`config.mk`:
```
export PLATFORM = sky130hd
export DESIGN_NAME = rdi_monitor
export DESIGN_NICKNAME = d
export VERILOG_FILES = /design/src/rtl/rdm_pkg.sv /design/src/rtl/rdm_persist.sv /design/src/rtl/rdm_irq.sv /design/src/rtl/rdi_monitor.sv
export SDC_FILE = /design/constraint.sdc
export NUM_CORES = 1
export LEC_CHECK = 0
export ABC_AREA = 1
export BUFFER_PORTS_ARGS = -buffer_cell sky130_fd_sc_hd__buf_2
export CAP_MARGIN = 20
export CORE_UTILIZATION = 35
export DETAILED_ROUTE_END_ITERATION = 8
export SYNTH_ARGS = -nofsm -noshare
export SYNTH_HDL_FRONTEND = slang
export SYNTH_SLANG_ARGS = --single-unit
```
`constraint.sdc`:
```
create_clock -name clk -period 1.3 [get_ports clk]
set_input_delay 0.26 -clock clk [delete_from_list [all_inputs] [get_ports clk]]
set_output_delay 0.26 -clock clk [all_outputs]
set_load 0.005 [all_outputs]
```
`src/rtl/rdm_pkg.sv`:
```
// Package rdm_pkg
// Shared types for the remote defect monitor.
// Assumes: nothing beyond IEEE 1800-2017 packed types.
package rdm_pkg;

    // Declared state of the remote-defect condition
    typedef enum logic {
        RDM_CLEAR    = 1'b0,
        RDM_DECLARED = 1'b1
    } rdm_state_e;

    // Select the active run length from the configuration bit
    function automatic int unsigned rdm_limit(input logic sel,
                                              input int unsigned lo,
                                              input int unsigned hi);
        return sel ? hi : lo;
    endfunction

endpackage

```
`src/rtl/rdm_persist.sv`:
```
// Module rdm_persist
// Counts consecutive accepted frames whose bit equals the wanted value.
// It raises fire on the frame that completes a run of 'limit'.
// Assumes: step is a one-cycle pulse; limit >= 1 and limit <= MAX_RUN;
//          en changes only on cycles where step is high.
module rdm_persist #(
    parameter int unsigned MAX_RUN = 5,
    parameter int unsigned CNT_W   = $clog2(MAX_RUN + 1)
) (
    input  logic             clk,
    input  logic             rst_n,
    input  logic             en,
    input  logic             step,
    input  logic             match,
    input  logic [CNT_W-1:0] limit,
    output logic             fire
);

    logic [CNT_W-1:0] cnt;
    logic             at_end;

    // Run is complete when this frame is the limit-th match
    assign at_end = (cnt >= (limit - 1'b1));
    assign fire   = en && step && match && at_end;

    // Run counter: restart on a mismatch, on fire, or when disabled
    always_ff @(posedge clk) begin
        if (!rst_n) begin
            cnt <= '0;
        end else if (!en) begin
            cnt <= '0;
        end else if (step) begin
            if (!match || at_end) begin
                cnt <= '0;
            end else begin
                cnt <= cnt + 1'b1;
            end
        end
    end

    // The count never reaches the largest run length
    assert_cnt_bound_R3: assert property (@(posedge clk) disable iff (!rst_n)
        cnt <= CNT_W'(MAX_RUN - 1));

    // Without an accepted frame the count holds
    assert_hold_R6: assert property (@(posedge clk) disable iff (!rst_n)
        !step |=> $stable(cnt));

    // A mismatching frame restarts the run
    assert_restart_R4: assert property (@(posedge clk) disable iff (!rst_n)
        (en && step && !match) |=> (cnt == '0));

endmodule

```
`src/rtl/rdm_irq.sv`:
```
// Module rdm_irq
// Sticky change status with write-1-to-clear and an active-low pin.
// Assumes: chg is a one-cycle pulse on each change of the defect state.
module rdm_irq (
    input  logic clk,
    input  logic rst_n,
    input  logic chg,
    input  logic clr_stb,
    input  logic clr_val,
    input  logic irq_en,
    output logic sticky,
    output logic irq_n
);

    logic clr_hit;

    assign clr_hit = clr_stb && clr_val;

    // Sticky bit: a set wins over a clear in the same cycle
    always_ff @(posedge clk) begin
        if (!rst_n) begin
            sticky <= 1'b0;
        end else if (chg) begin
            sticky <= 1'b1;
        end else if (clr_hit) begin
            sticky <= 1'b0;
        end
    end

    // Pin is low while the status is set and enabled
    assign irq_n = !(sticky && irq_en);

    // A change always leaves the status set
    assert_set_wins_R9: assert property (@(posedge clk) disable iff (!rst_n)
        chg |=> sticky);

    // The status only falls because of a clear access
    assert_clear_cause_R8: assert property (@(posedge clk) disable iff (!rst_n)
        $fell(sticky) |-> $past(clr_hit));

    // The pin is never low while interrupts are disabled
    assert_pin_gate_R10: assert property (@(posedge clk) disable iff (!rst_n)
        !irq_n |-> irq_en);

endmodule

```
`src/rtl/rdi_monitor.sv`:
```
// Module rdi_monitor
// Run-length filter for the per-frame remote-defect bit.
// It declares and withdraws the condition and raises a change interrupt.
// Assumes: frame_stb is a one-cycle pulse; thr_sel is held stable within a run.
module rdi_monitor #(
    parameter int unsigned THR_LO = 3,
    parameter int unsigned THR_HI = 5
) (
    input  logic clk,
    input  logic rst_n,
    input  logic frame_stb,
    input  logic rdi_bit,
    input  logic sync_ok,
    input  logic thr_sel,
    input  logic irq_en,
    input  logic clr_stb,
    input  logic clr_val,
    output logic defect_o,
    output logic chg_sticky_o,
    output logic irq_n_o
);
    import rdm_pkg::*;

    localparam int unsigned MAX_RUN = (THR_HI > THR_LO) ? THR_HI : THR_LO;
    localparam int unsigned CNT_W   = $clog2(MAX_RUN + 1);

    rdm_state_e       state;
    logic             step;
    logic [CNT_W-1:0] limit;
    logic [1:0]       fire;
    logic             chg;

    // A frame counts only while the framer is in sync
    assign step  = frame_stb && sync_ok;
    assign limit = CNT_W'(rdm_limit(thr_sel, THR_LO, THR_HI));

    // Two run filters: index 0 declares on ones, index 1 withdraws on zeros
    for (genvar g = 0; g < 2; g++) begin : g_run
        rdm_persist #(
            .MAX_RUN (MAX_RUN),
            .CNT_W   (CNT_W)
        ) u_run (
            .clk   (clk),
            .rst_n (rst_n),
            .en    ((g == 0) ? (state == RDM_CLEAR) : (state == RDM_DECLARED)),
            .step  (step),
            .match ((g == 0) ? rdi_bit : !rdi_bit),
            .limit (limit),
            .fire  (fire[g])
        );
    end

    assign chg = |fire;

    // Defect state toggles whenever the active filter completes its run
    always_ff @(posedge clk) begin
        if (!rst_n) begin
            state <= RDM_CLEAR;
        end else if (fire[0]) begin
            state <= RDM_DECLARED;
        end else if (fire[1]) begin
            state <= RDM_CLEAR;
        end
    end

    assign defect_o = (state == RDM_DECLARED);

    rdm_irq u_irq (
        .clk     (clk),
        .rst_n   (rst_n),
        .chg     (chg),
        .clr_stb (clr_stb),
        .clr_val (clr_val),
        .irq_en  (irq_en),
        .sticky  (chg_sticky_o),
        .irq_n   (irq_n_o)
    );

    // Declaring needs an accepted frame carrying the indication
    assert_declare_cause_R2: assert property (@(posedge clk) disable iff (!rst_n)
        $rose(defect_o) |-> $past(step && rdi_bit));

    // Withdrawing needs an accepted frame without the indication
    assert_withdraw_cause_R5: assert property (@(posedge clk) disable iff (!rst_n)
        $fell(defect_o) |-> $past(step && !rdi_bit));

    // Each change of the condition is reflected in the status
    assert_change_flag_R7: assert property (@(posedge clk) disable iff (!rst_n)
        (defect_o != $past(defect_o)) |-> chg_sticky_o);

    // Both filters never fire together
    assert_single_fire_R6: assert property (@(posedge clk) disable iff (!rst_n)
        $countones(fire) <= 1);

endmodule

```
# == Word-level counts from Yosys, hierarchy flattened ==
# Cells that the tools add are included.
# totals
ff_bits,8
elab_cells,36
# op_classes
add_sub_neg,3
magnitude_cmp,2
mux,7
bitwise_logic,2
reduce_logical,18
# op_table
op,n
logical AND 1 bit,9
2-to-1 mux 3 bit,3
"adder 3 x 1 -> 3 bit, second input constant",2
>= comparator 3 bit,2
2-to-1 mux 1 bit,4
nonzero test 2 bit,2
OR reduction 2 bit,2
"subtractor 3 x 1 -> 3 bit, second input constant",1
logical NOT 1 bit,2
logical OR 1 bit,2
inverter 1 bit,2
AND reduction 2 bit,1

# == Longest topological paths before layout ==
# Gate-level depths: netlist (run 1).
# logic_depth
depth_word,6
mapped_depth,10
depth_no_buf,10

# == By module ==
# A second synthesis (run 1) with hierarchy kept.
# unflattened
hier_cells,86
hier_area_um2,638.1
# by_module_without_submodules
mod,n_inst,cells_per_inst,area_per_inst_um2,seq_area_each_um2
rdm_persist,2,33,259.0,60.1
rdi_monitor,1,13,72.6,20.0
rdm_irq,1,7,47.5,20.0

# == Worst setup path after synthesis (run 1) ==
# OpenSTA, ideal clock, no wires.
# synth_timing
path_kind,input -> register
from,in thr_sel
to,reg u_irq.sticky
setup_time_ps,109
t_arrival_ps,1064
slack_ps,127
stages,7
path_buffers,0
cell_sequence,inv_1 ha_1 or2_1 nand3_1 nand3_1 nand2_1 inv_1
# synth_via
elab_chain_cells,6
# synth_rtl
element,line,source
start: declaration,rdi_monitor.sv:14,"input logic thr_sel,"
2-to-1 mux 3 bit (*),rdm_pkg.sv:16,return sel ? hi : lo;
subtractor 3 x 1 -> 3 bit (*),rdm_persist.sv:23,assign at_end = (cnt >= (limit - 1'b1));
>= comparator 3 bit,rdm_persist.sv:23,
logical AND 1 bit,rdm_persist.sv:24,assign fire = en && step && match && at_end;
OR reduction 2 bit (*),rdi_monitor.sv:53,assign chg = |fire;
2-to-1 mux 1 bit or nonzero test 2 bit (tied branches),--,
end signal: assignment,rdm_irq.sv:22,sticky <= 1'b0;
end signal: assignment,rdm_irq.sv:24,sticky <= 1'b1;
end signal: assignment,rdm_irq.sv:26,sticky <= 1'b0;
end: declaration,rdm_irq.sv:11,"output logic sticky,"
# Every way passes the cells marked *; elsewhere a longest branch is shown, timed or not.
# A chain may end at the register's enable or synchronous reset.

# == Worst setup path in the final report (run 1) ==
# layout_timing
from,reg g_run[0].u_run.cnt[2]
to,reg u_irq.sticky
# layout_via
elab_chain_cells,4
# layout_rtl
element,line,source
start: declaration,rdm_persist.sv:19,logic [CNT_W-1:0] cnt;
start signal: assignment,rdm_persist.sv:36,cnt <= cnt + 1'b1;
>= comparator 3 bit (*),rdm_persist.sv:23,
logical AND 1 bit (*),rdm_persist.sv:24,
OR reduction 2 bit (*),rdi_monitor.sv:53,
2-to-1 mux 1 bit or nonzero test 2 bit (tied branches),--,
# Marked as above.

==> results.json, run 1 <==
{
  "clock_transition_at_the_register_clock_pins_on_the_worst_setup_and_hold_paths_after_cts_ns": 0.06,
  "post_synth.cell_area_avg_um2": 6.90,
  "critical_path_class": "register to register",
  "actual_slew_at_the_worst_max_slew_pin_ns": 0.182,
  "cap_viol_max_count": 0,
  "grt.overflow.total": 0,
  "max_freq_ghz": 0.846,
  "antenna_cells": 0,
  "critical_path_peak_fanout": 2,
  "start_util": 0.377,
  "dr.pass1.iters": 4,
  "slew-limit-headroom": 0.878,
  "ys_warns": 0,
  "floorplan.die_area_mm2": 0.00157,
  "worstSkewPairLatency_ns": 0.26,
  "finalCritPeriodShare": 0.910,
  "final-instance-count-excl-fill": 103,
  "min_delay_src": "rst_n",
  "drtAntennaViolNets": 0,
  "core_area_mm2": 0.00132,
  "critical_path_buf_inv_count": 1,
  "root_buffer": "sky130_fd_sc_hd__clkbuf_4",
  "start_point_of_the_critical_path": "g_run[0].u_run.cnt[2]",
  "via_count_of_the_first_global_routing_pass": 360,
  "worst_setup_path_start_kind": "register",
  "finalHoldViolations": 0,
  "critPathMostFrequentCell": "sky130_fd_sc_hd__nand2_1",
  "final.min_clock_period_ns": 1.18,
  "multi_input_area_um2": 309,
  "irDropWorstVdd_uv": 411,
  "crit-reg2reg-launch": "g_run[0].u_run.cnt[2]",
  "final_util": 0.481,
  "first_pass_grt_wire_length_um": 1450,
  "grt_usage": 0.145,
  "ctsHtreeMaxLevel": 1,
  "hold_path_class": "input port to register",
  "final.fill_count": 131,
  "largest_net_degree_at_the_start_of_global_routing": 9,
  "wire_per_inst_um": 8.53,
  "setup_violations": 0,
  "via_count": 446,
  "rows": 13,
  "dp.cells": 99,
  "synth_nets": 87,
  "number_of_buffers_on_the_longest_clock_path": 2,
  "drc_viols": 0,
  "tritoncts": "done",
  "synthDistinctLibCells": 16,
  "seqCellArea_um2": 163,
  "i_o_pins": 12,
  "post_drt_via_cell_ratio": 4.33,
  "antenna_found_initial": 0,
  "critical_path.max_stage_delay_ns": 0.32,
  "outcome": "finished clean",
  "synthToLayoutAreaGrowth_pct": 27.7,
  "slew_viol_final": 0,
  "chipHeight_um": 39.7,
  "gp_congestion": 0.732,
  "crit_slowest_cell": "sky130_fd_sc_hd__dfxtp_1",
  "synth_cell_area_um2": 497,
  "detailedRoute.firstIterationViolations": 5,
  "final_common_cell": "sky130_fd_sc_hd__nand2_1",
  "die_w_um": 39.7,
  "cell_family_with_the_largest_share_of_critical_path_delay": "flip-flops",
  "clkSinkCount": 8,
  "cts_made_buffers": 3,
  "worst_ep_required_time_ns": 1.46,
  "detailed_place_hpwl_um": 677,
  "rsz0062_at_grt": "no",
  "timing.critical_path.arrival_ns": 1.34,
  "fraction_of_final_layout_cells_sized_beyond_drive_strength_1": 0.307,
  "synth_sequential_area_ratio": 0.322,
  "yosys_register_bits": 8,
  "power_density_normalized_to_cell_area_mw_per_mm2": 836,
  "layout.cells.most_common_list": "sky130_fd_sc_hd__nand2_1 (19), sky130_fd_sc_hd__inv_1 (11), sky130_fd_sc_hd__buf_2 (11), sky130_fd_sc_hd__nor2_1 (7), sky130_fd_sc_hd__dfxtp_1 (6)",
  "critPathCaptureType": "register",
  "critical_path.cell_chain": "ha_1, a21oi_2, nand2_1, nand2_1, nand3_1, nand2_1, inv_1",
  "fin_worst_skew_ns": 0.00109,
  "power_mw": 0.530,
  "static_leakage_nw": 0.325,
  "synthesis.instances": 72,
  "routed_wl_um": 879,
  "nNetsFinal": 105,
  "io_buffers": 11
}
-- flip-flops by register name, indices dropped and copies added (netlist names) --
register / cells
u_irq.sticky: 1
defect_o: 1
g_run.u_run.cnt: 6
-- logic make-up after synthesis --
family | Yosys count | synth area share
AOI/OAI and AO/OA | 4 | 0.0403
and+or+nand+nor | 37 | 0.312
xor gates and xnor gates | 4 | 0.0705
DFF | 8 | 0.322
adders and majority gates | 6 | 0.151
buffers and inverters | 13 | 0.103
-- final cells by class --
cell class / instances / share of cell area
multi-input cells: 51 / 0.487
flip-flops and latches: 8 / 0.256
repair buffers: 13 / 0.110
inverters: 13 / 0.0809
clock buffers: 3 / 0.0355
well taps: 15 / 0.0296
-- synth_stat cells --
master / instances / area, um^2
sky130_fd_sc_hd__nand2_1: 20 / 75.1
sky130_fd_sc_hd__inv_1: 11 / 41.3
sky130_fd_sc_hd__nor2_1: 9 / 33.8
sky130_fd_sc_hd__dfxtp_1: 8 / 160
sky130_fd_sc_hd__ha_1: 6 / 75.1
sky130_fd_sc_hd__xor2_1: 4 / 35.0
sky130_fd_sc_hd__nand3_1: 3 / 15.0
sky130_fd_sc_hd__nand2_2: 2 / 12.5
sky130_fd_sc_hd__o21ai_0: 2 / 10.0
sky130_fd_sc_hd__a21oi_1: 1 / 5.00
sky130_fd_sc_hd__inv_2: 1 / 3.75
sky130_fd_sc_hd__inv_4: 1 / 6.26
sky130_fd_sc_hd__nand3b_1: 1 / 7.51
sky130_fd_sc_hd__nor3_1: 1 / 5.00
sky130_fd_sc_hd__o21ai_1: 1 / 5.00
sky130_fd_sc_hd__or2_1: 1 / 6.26
-- routing by layer --
layer / part of all wire / global-route usage
met1: 0.55 / 0.187
met2: 0.41 / 0.193
met3: 0.034 / 0.0511
met4: 0.010 / 0.103
met5: 0 / 0
-- worst min-delay path: stages --
cell                      delay (ns)
sky130_fd_sc_hd__buf_2          0.10
sky130_fd_sc_hd__nand2_1        0.05
sky130_fd_sc_hd__inv_1          0.04
-- report_power, final --
part           switching [mW]  internal (mW)
sequential            0.00507          0.251
clock                  0.0921          0.106
combinational          0.0423         0.0339
total                   0.140          0.391
-- worst paths after layout --
kind	depth (start not counted)	to	slack, ns
max	7	u_irq.sticky	0.12
min	3	u_irq.sticky	0.21
max reg2reg	7	u_irq.sticky	0.12
min reg2reg	2	g_run[0].u_run.cnt[2]	0.54
-- stage by stage --
stage               setup TNS, ns  hold WS (ns)  instance area [um^2]  setup WS, ns
floorplan                       0         0.358                   497         0.127
global placement          -0.0491         0.480                   578       -0.0237
detailed placement         -0.273         0.484                   578       -0.0740
CTS                             0         0.212                   601        0.0520
global route                    0         0.252                   634       0.00493
finish                          0         0.213                   634         0.117
-- repair_timing --
item,4_1_cts,5_1_grt
hold buffers,0,0
buffers inserted,0,1
endpoints found under the setup margin,0,6
resized for setup,0,7
Power figures use the tool's default switching activity.
==> inputs of run 2 (changes only) <==
--- a/config.mk
+++ b/config.mk
@@ -8,8 +8,13 @@
 export ABC_AREA = 1
 export BUFFER_PORTS_ARGS = -buffer_cell sky130_fd_sc_hd__buf_2
 export CAP_MARGIN = 20
-export CORE_UTILIZATION = 35
+export CELL_PAD_IN_SITES_DETAIL_PLACEMENT = 0
+export CELL_PAD_IN_SITES_GLOBAL_PLACEMENT = 2
+export CORE_ASPECT_RATIO = 0.75
+export CORE_MARGIN = 2
+export CORE_UTILIZATION = 26
 export DETAILED_ROUTE_END_ITERATION = 8
+export PLACE_DENSITY_LB_ADDON = 0.1
 export SYNTH_ARGS = -nofsm -noshare
 export SYNTH_HDL_FRONTEND = slang
 export SYNTH_SLANG_ARGS = --single-unit
==> results.json, run 2 (synthesis results as in run 1) <==
{
  "outcome": "finished clean",
  "final_common_cell": "sky130_fd_sc_hd__nand2_1",
  "multi_input_area_um2": 309,
  "synthToLayoutAreaGrowth_pct": 29.5,
  "antenna_found_initial": 0,
  "grt_util_met3": 0.0324,
  "power_density_normalized_to_cell_area_mw_per_mm2": 823,
  "rr_endpoint": "u_irq.sticky",
  "drc_viols": 0,
  "actual_slew_at_the_worst_max_slew_pin_ns": 0.201,
  "cap_viol_max_count": 0,
  "slew-limit-headroom": 0.865,
  "die_w_um": 54.5,
  "crit-reg2reg-launch": "g_run[0].u_run.cnt[2]",
  "r2r_slack_ns": 0.12,
  "worstSkewPairLatency_ns": 0.25,
  "first_pass_grt_wire_length_um": 1770,
  "dp.cells": 106,
  "detailed_place_hpwl_um": 792,
  "static_leakage_nw": 0.326,
  "i_o_pins": 12,
  "nNetsFinal": 105,
  "finalCritPeriodShare": 0.905,
  "rsz0062_at_grt": "yes",
  "r2r_worst_path_depth": 7,
  "via_count_of_the_first_global_routing_pass": 427,
  "finalHoldViolations": 0,
  "post_drt_via_cell_ratio": 3.98,
  "regMostFlops": "g_run.u_run.cnt",
  "antenna_cells": 0,
  "largest_net_degree_at_the_start_of_global_routing": 9,
  "setup_violations": 0,
  "timing.critical_path.arrival_ns": 1.33,
  "globalRoute.busiestLayer": "met1",
  "chipHeight_um": 41.9,
  "cts_made_buffers": 3,
  "grt_usage": 0.110,
  "hold_path_class": "input port to register",
  "met2_usage": 0.145,
  "fin_worst_skew_ns": 0.00642,
  "core_area_mm2": 0.00177,
  "final-instance-count-excl-fill": 110,
  "floorplan.die_area_mm2": 0.00228,
  "critPathCaptureType": "register",
  "final.min_clock_period_ns": 1.18,
  "final.fill_count": 209,
  "start_util": 0.280,
  "clock_transition_at_the_register_clock_pins_on_the_worst_setup_and_hold_paths_after_cts_ns": 0.06,
  "via_count": 438,
  "ctsHtreeMaxLevel": 1,
  "grt.overflow.total": 0,
  "drtAntennaViolNets": 0,
  "grt.met1_usage": 0.162,
  "detailed_place.area_um2": 587,
  "clkSinkCount": 8,
  "layout.cells.most_common_list": "sky130_fd_sc_hd__nand2_1 (18), sky130_fd_sc_hd__inv_1 (11), sky130_fd_sc_hd__buf_2 (11), sky130_fd_sc_hd__nor2_1 (8), sky130_fd_sc_hd__dfxtp_1 (6)",
  "wire_per_inst_um": 8.87,
  "seqCellArea_um2": 163,
  "root_buffer": "sky130_fd_sc_hd__clkbuf_4",
  "gp_congestion": 0.672,
  "dr.pass1.iters": 4,
  "io_buffers": 11,
  "worst_ep_required_time_ns": 1.45,
  "slew_viol_final": 0,
  "post-route-cell-area_um2": 643,
  "max_freq_ghz": 0.850,
  "detailedRoute.firstIterationViolations": 8,
  "critical_path_class": "register to register",
  "worst_hold_path.num_cells": 3,
  "rows": 13,
  "irDropWorstVdd_uv": 462,
  "number_of_buffers_on_the_longest_clock_path": 2,
  "fraction_of_final_layout_cells_sized_beyond_drive_strength_1": 0.307,
  "tritoncts": "done",
  "worst_setup_path_start_kind": "register",
  "min_delay_src": "rst_n",
  "whs_endpoint": "u_irq.sticky",
  "routed_wl_um": 976,
  "largest_register_ffs": 6,
  "critical_path_peak_fanout": 2
}
## run 2: cell counts in the layout (fill, tap and decap cells not counted)
No cell type changed its count.
## run 2: per-layer routing
| layer | part of all wire | routed length (um) |
|---|---|---|
| met1 | 0.55 | 534 |
| met2 | 0.41 | 400 |
| met3 | 0.042 | 41 |
| met4 | 0 | 0 |
| met5 | 0 | 0 |
## run 2: layout make-up
class,instances,share of cell area
Sequential cell,8,0.253
Multi-Input combinational cell,51,0.481
Tap cell,22,0.0428
Inverter,13,0.0798
Timing Repair Buffer,13,0.109
Clock buffer,3,0.0350
## run 2: worst max path at each step
stage	endpoint	from
3_5_place_dp	u_irq.sticky	thr_sel
5_1_grt	u_irq.sticky	g_run[0].u_run.cnt[2]
3_3_place_gp	u_irq.sticky	thr_sel
2_1_floorplan	u_irq.sticky	thr_sel
4_1_cts	u_irq.sticky	g_run[0].u_run.cnt[2]
6_report	u_irq.sticky	g_run[0].u_run.cnt[2]
## run 2: per-stage QoR
step	hold slack (ns)	TNS, ns	worst slack [ns]	power (mW)	util
3_5_place_dp	0.481	-0.408	-0.0793	0.336	0.331
5_1_grt	0.258	-0.00619	-0.00619	0.574	0.363
4_1_cts	0.221	0	0.0549	0.531	0.344
2_1_floorplan	0.358	0	0.127	0.307	-
3_3_place_gp	0.478	-0.194	-0.0509	0.337	0.331
6_report	0.224	0	0.123	0.529	0.363
## run 2: repair_timing
action / CTS / global route
hold buffers: 0 / 0
gates resized for setup: 0 / 7
buffers inserted: 0 / 1
endpoints found under the setup margin: 0 / 7
## run 2: where the power goes
group | switching [mW] | internal [mW]
Clock | 0.0881 | 0.106
Combinational | 0.0443 | 0.0348
Sequential | 0.00538 | 0.251
## run 2: critical path, cell delays in order, from the launching register on
cell                      delay (ns)
sky130_fd_sc_hd__dfxtp_1        0.32
sky130_fd_sc_hd__ha_1           0.30
sky130_fd_sc_hd__a21oi_2        0.15
sky130_fd_sc_hd__nand2_1        0.08
sky130_fd_sc_hd__nand2_2        0.07
sky130_fd_sc_hd__nand3_1        0.06
sky130_fd_sc_hd__nand2_1        0.06
sky130_fd_sc_hd__inv_1          0.03
==> inputs of run 3 (changes only) <==
--- a/config.mk
+++ b/config.mk
@@ -14,6 +14,7 @@
 export CORE_MARGIN = 2
 export CORE_UTILIZATION = 26
 export DETAILED_ROUTE_END_ITERATION = 8
+export GPL_TIMING_DRIVEN = 0
 export PLACE_DENSITY_LB_ADDON = 0.1
 export SYNTH_ARGS = -nofsm -noshare
 export SYNTH_HDL_FRONTEND = slang
==> results.json, run 3 (synthesis results as in run 1) <==
{
  "gp_congestion": 0.683,
  "static_leakage_nw": 0.315,
  "worst_setup_path_start_kind": "register",
  "wire_per_inst_um": 8.53,
  "fin_worst_skew_ns": 0.000783,
  "critical_path.max_stage_delay_ns": 0.32,
  "tritoncts": "done",
  "start_point_of_the_critical_path": "g_run[1].u_run.cnt[2]",
  "cap_viol_max_count": 0,
  "p_int_mw": 0.389,
  "core_area_mm2": 0.00177,
  "io_buffers": 11,
  "i_o_pins": 12,
  "largest_register_ffs": 6,
  "antenna_cells": 0,
  "rsz0062_at_grt": "no",
  "met3RoutedLength_um": 54,
  "irDropWorstVdd_uv": 411,
  "slew_viol_final": 0,
  "fraction_of_final_layout_cells_sized_beyond_drive_strength_1": 0.244,
  "die_w_um": 54.5,
  "hold_path_class": "input port to register",
  "critical_path_buf_inv_count": 0,
  "root_buffer": "sky130_fd_sc_hd__clkbuf_4",
  "largest_net_degree_at_the_start_of_global_routing": 9,
  "via_count_of_the_first_global_routing_pass": 380,
  "detailedRoute.firstIterationViolations": 1,
  "netSwitchingFraction": 0.252,
  "via_count": 432,
  "power.share.sequential": 0.493,
  "grt_usage": 0.102,
  "final_common_cell": "sky130_fd_sc_hd__nand2_1",
  "grt.overflow.total": 0,
  "rr_endpoint": "g_run[1].u_run.cnt[1]",
  "dp_slack_ns": -0.112,
  "critical_path.cell_chain": "ha_1, or2_1, nand2_1, nand2_1, nand2_1, nand2_2, nor2_1",
  "chipHeight_um": 41.9,
  "worst_ep_required_time_ns": 1.49,
  "routedLengthMet1_um": 519,
  "start_util": 0.280,
  "floorplan.die_area_mm2": 0.00228,
  "ctsHtreeMaxLevel": 1,
  "actual_slew_at_the_worst_max_slew_pin_ns": 0.204,
  "finalHoldViolations": 0,
  "clk_network_pwr_share": 0.365,
  "critPathCaptureType": "register",
  "postLayoutSetupSlackWorst_ns": 0.0856,
  "slew-limit-headroom": 0.863,
  "worst_hold_path.num_cells": 3,
  "seqCellArea_um2": 161,
  "critPathMostFrequentCell": "sky130_fd_sc_hd__nand2_1",
  "dr.pass1.iters": 2,
  "setup_violations": 0,
  "maxUsedRoutingLayer": "met4",
  "worstSkewPairLatency_ns": 0.25,
  "clock_transition_at_the_register_clock_pins_on_the_worst_setup_and_hold_paths_after_cts_ns": 0.05,
  "layout.cells.most_common_list": "sky130_fd_sc_hd__nand2_1 (19), sky130_fd_sc_hd__inv_1 (11), sky130_fd_sc_hd__buf_2 (11), sky130_fd_sc_hd__nor2_1 (9), sky130_fd_sc_hd__dfxtp_1 (7)",
  "detailed_place_hpwl_um": 749,
  "critPathCapture": "g_run[1].u_run.cnt[1]",
  "critical_path_peak_fanout": 3,
  "timing.critical_path.arrival_ns": 1.40,
  "cts_made_buffers": 3,
  "post_drt_via_cell_ratio": 4.00,
  "final_util": 0.344,
  "crit-reg2reg-launch": "g_run[1].u_run.cnt[2]",
  "outcome": "finished clean",
  "number_of_buffers_on_the_longest_clock_path": 2,
  "final.min_clock_period_ns": 1.21,
  "drtAntennaViolNets": 0,
  "nNetsFinal": 103,
  "clkSinkCount": 8,
  "share_comb_of_total_power": 0.142,
  "critical_path_class": "register to register",
  "crit_slowest_cell": "sky130_fd_sc_hd__dfxtp_2",
  "r2r_worst_path_depth": 7,
  "max_freq_ghz": 0.823,
  "first_pass_grt_wire_length_um": 1590,
  "routed_wl_um": 921,
  "r2r_slack_ns": 0.09,
  "postCtsHoldBufs": 0,
  "power_density_normalized_to_cell_area_mw_per_mm2": 852,
  "routed-wl-met2_um": 334,
  "finalCritPeriodShare": 0.934,
  "cell_family_with_the_largest_share_of_critical_path_delay": "simple AND/OR/NAND/NOR gates",
  "antenna_found_initial": 0,
  "drc_viols": 0,
  "multi_input_area_um2": 292,
  "regMostFlops": "g_run.u_run.cnt",
  "rows": 13,
  "finalSetupTns_ns": 0,
  "crit_cells": 7,
  "synthToLayoutAreaGrowth_pct": 22.7,
  "final.fill_count": 191,
  "power.switching_mw": 0.131
}
run 3: what timing repair did:
item | 4_1_cts | 5_1_grt
endpoints found under the setup margin | 0 | 5
gates resized for setup | 0 | 3
buffers inserted | 0 | 0
run 3: how the worst min path moves through the flow:
stage          start            to
2_1_floorplan  rst_n  u_irq.sticky
3_3_place_gp   rst_n  u_irq.sticky
3_5_place_dp   rst_n  u_irq.sticky
4_1_cts        rst_n  u_irq.sticky
5_1_grt        rst_n  u_irq.sticky
6_report       rst_n  u_irq.sticky
run 3: area by class of cell:
cell class                 instances  share of cell area
tap                               22              0.0452
multi-input combinational         51               0.478
inverter                          13              0.0842
timing repair buffer              11              0.0903
clock buffer                       3              0.0370
sequential                         8               0.265
run 3: per-layer routing:
layer | vias up | global-route usage
met2 | 9 | 0.120
met1 | 169 | 0.139
met3 | 2 | 0.0647
met4 | 0 | 0.0450
met5 | - | 0
li1 | 252 | -
run 3: worst reg2reg max path: cells and delay by family (launching register included):
kind                     cells  cell delay [ns]
flip-flops                   1             0.32
AND/OR/NAND/NOR              6             0.58
adder cells (fa/ha/maj)      1             0.25
run 3: power groups by stage:
stage / logic [mW] / registers [mW] / clock network (mW)
CTS: 0.0721 / 0.256 / 0.206
finish: 0.0735 / 0.256 / 0.190
floorplan: 0.0462 / 0.261 / 0
global route: 0.0860 / 0.257 / 0.214
global placement: 0.0725 / 0.262 / 0
detailed placement: 0.0716 / 0.262 / 0
run 3: metrics by stage:
step	power, mW	instances	instance area, um^2	hold slack (ns)
after floorplan	0.307	72	497	0.358
after global placement	0.334	105	579	0.479
after detailed placement	0.333	105	579	0.480
after CTS	0.534	108	602	0.211
after global routing	0.557	108	609	0.258
final	0.519	108	609	0.221
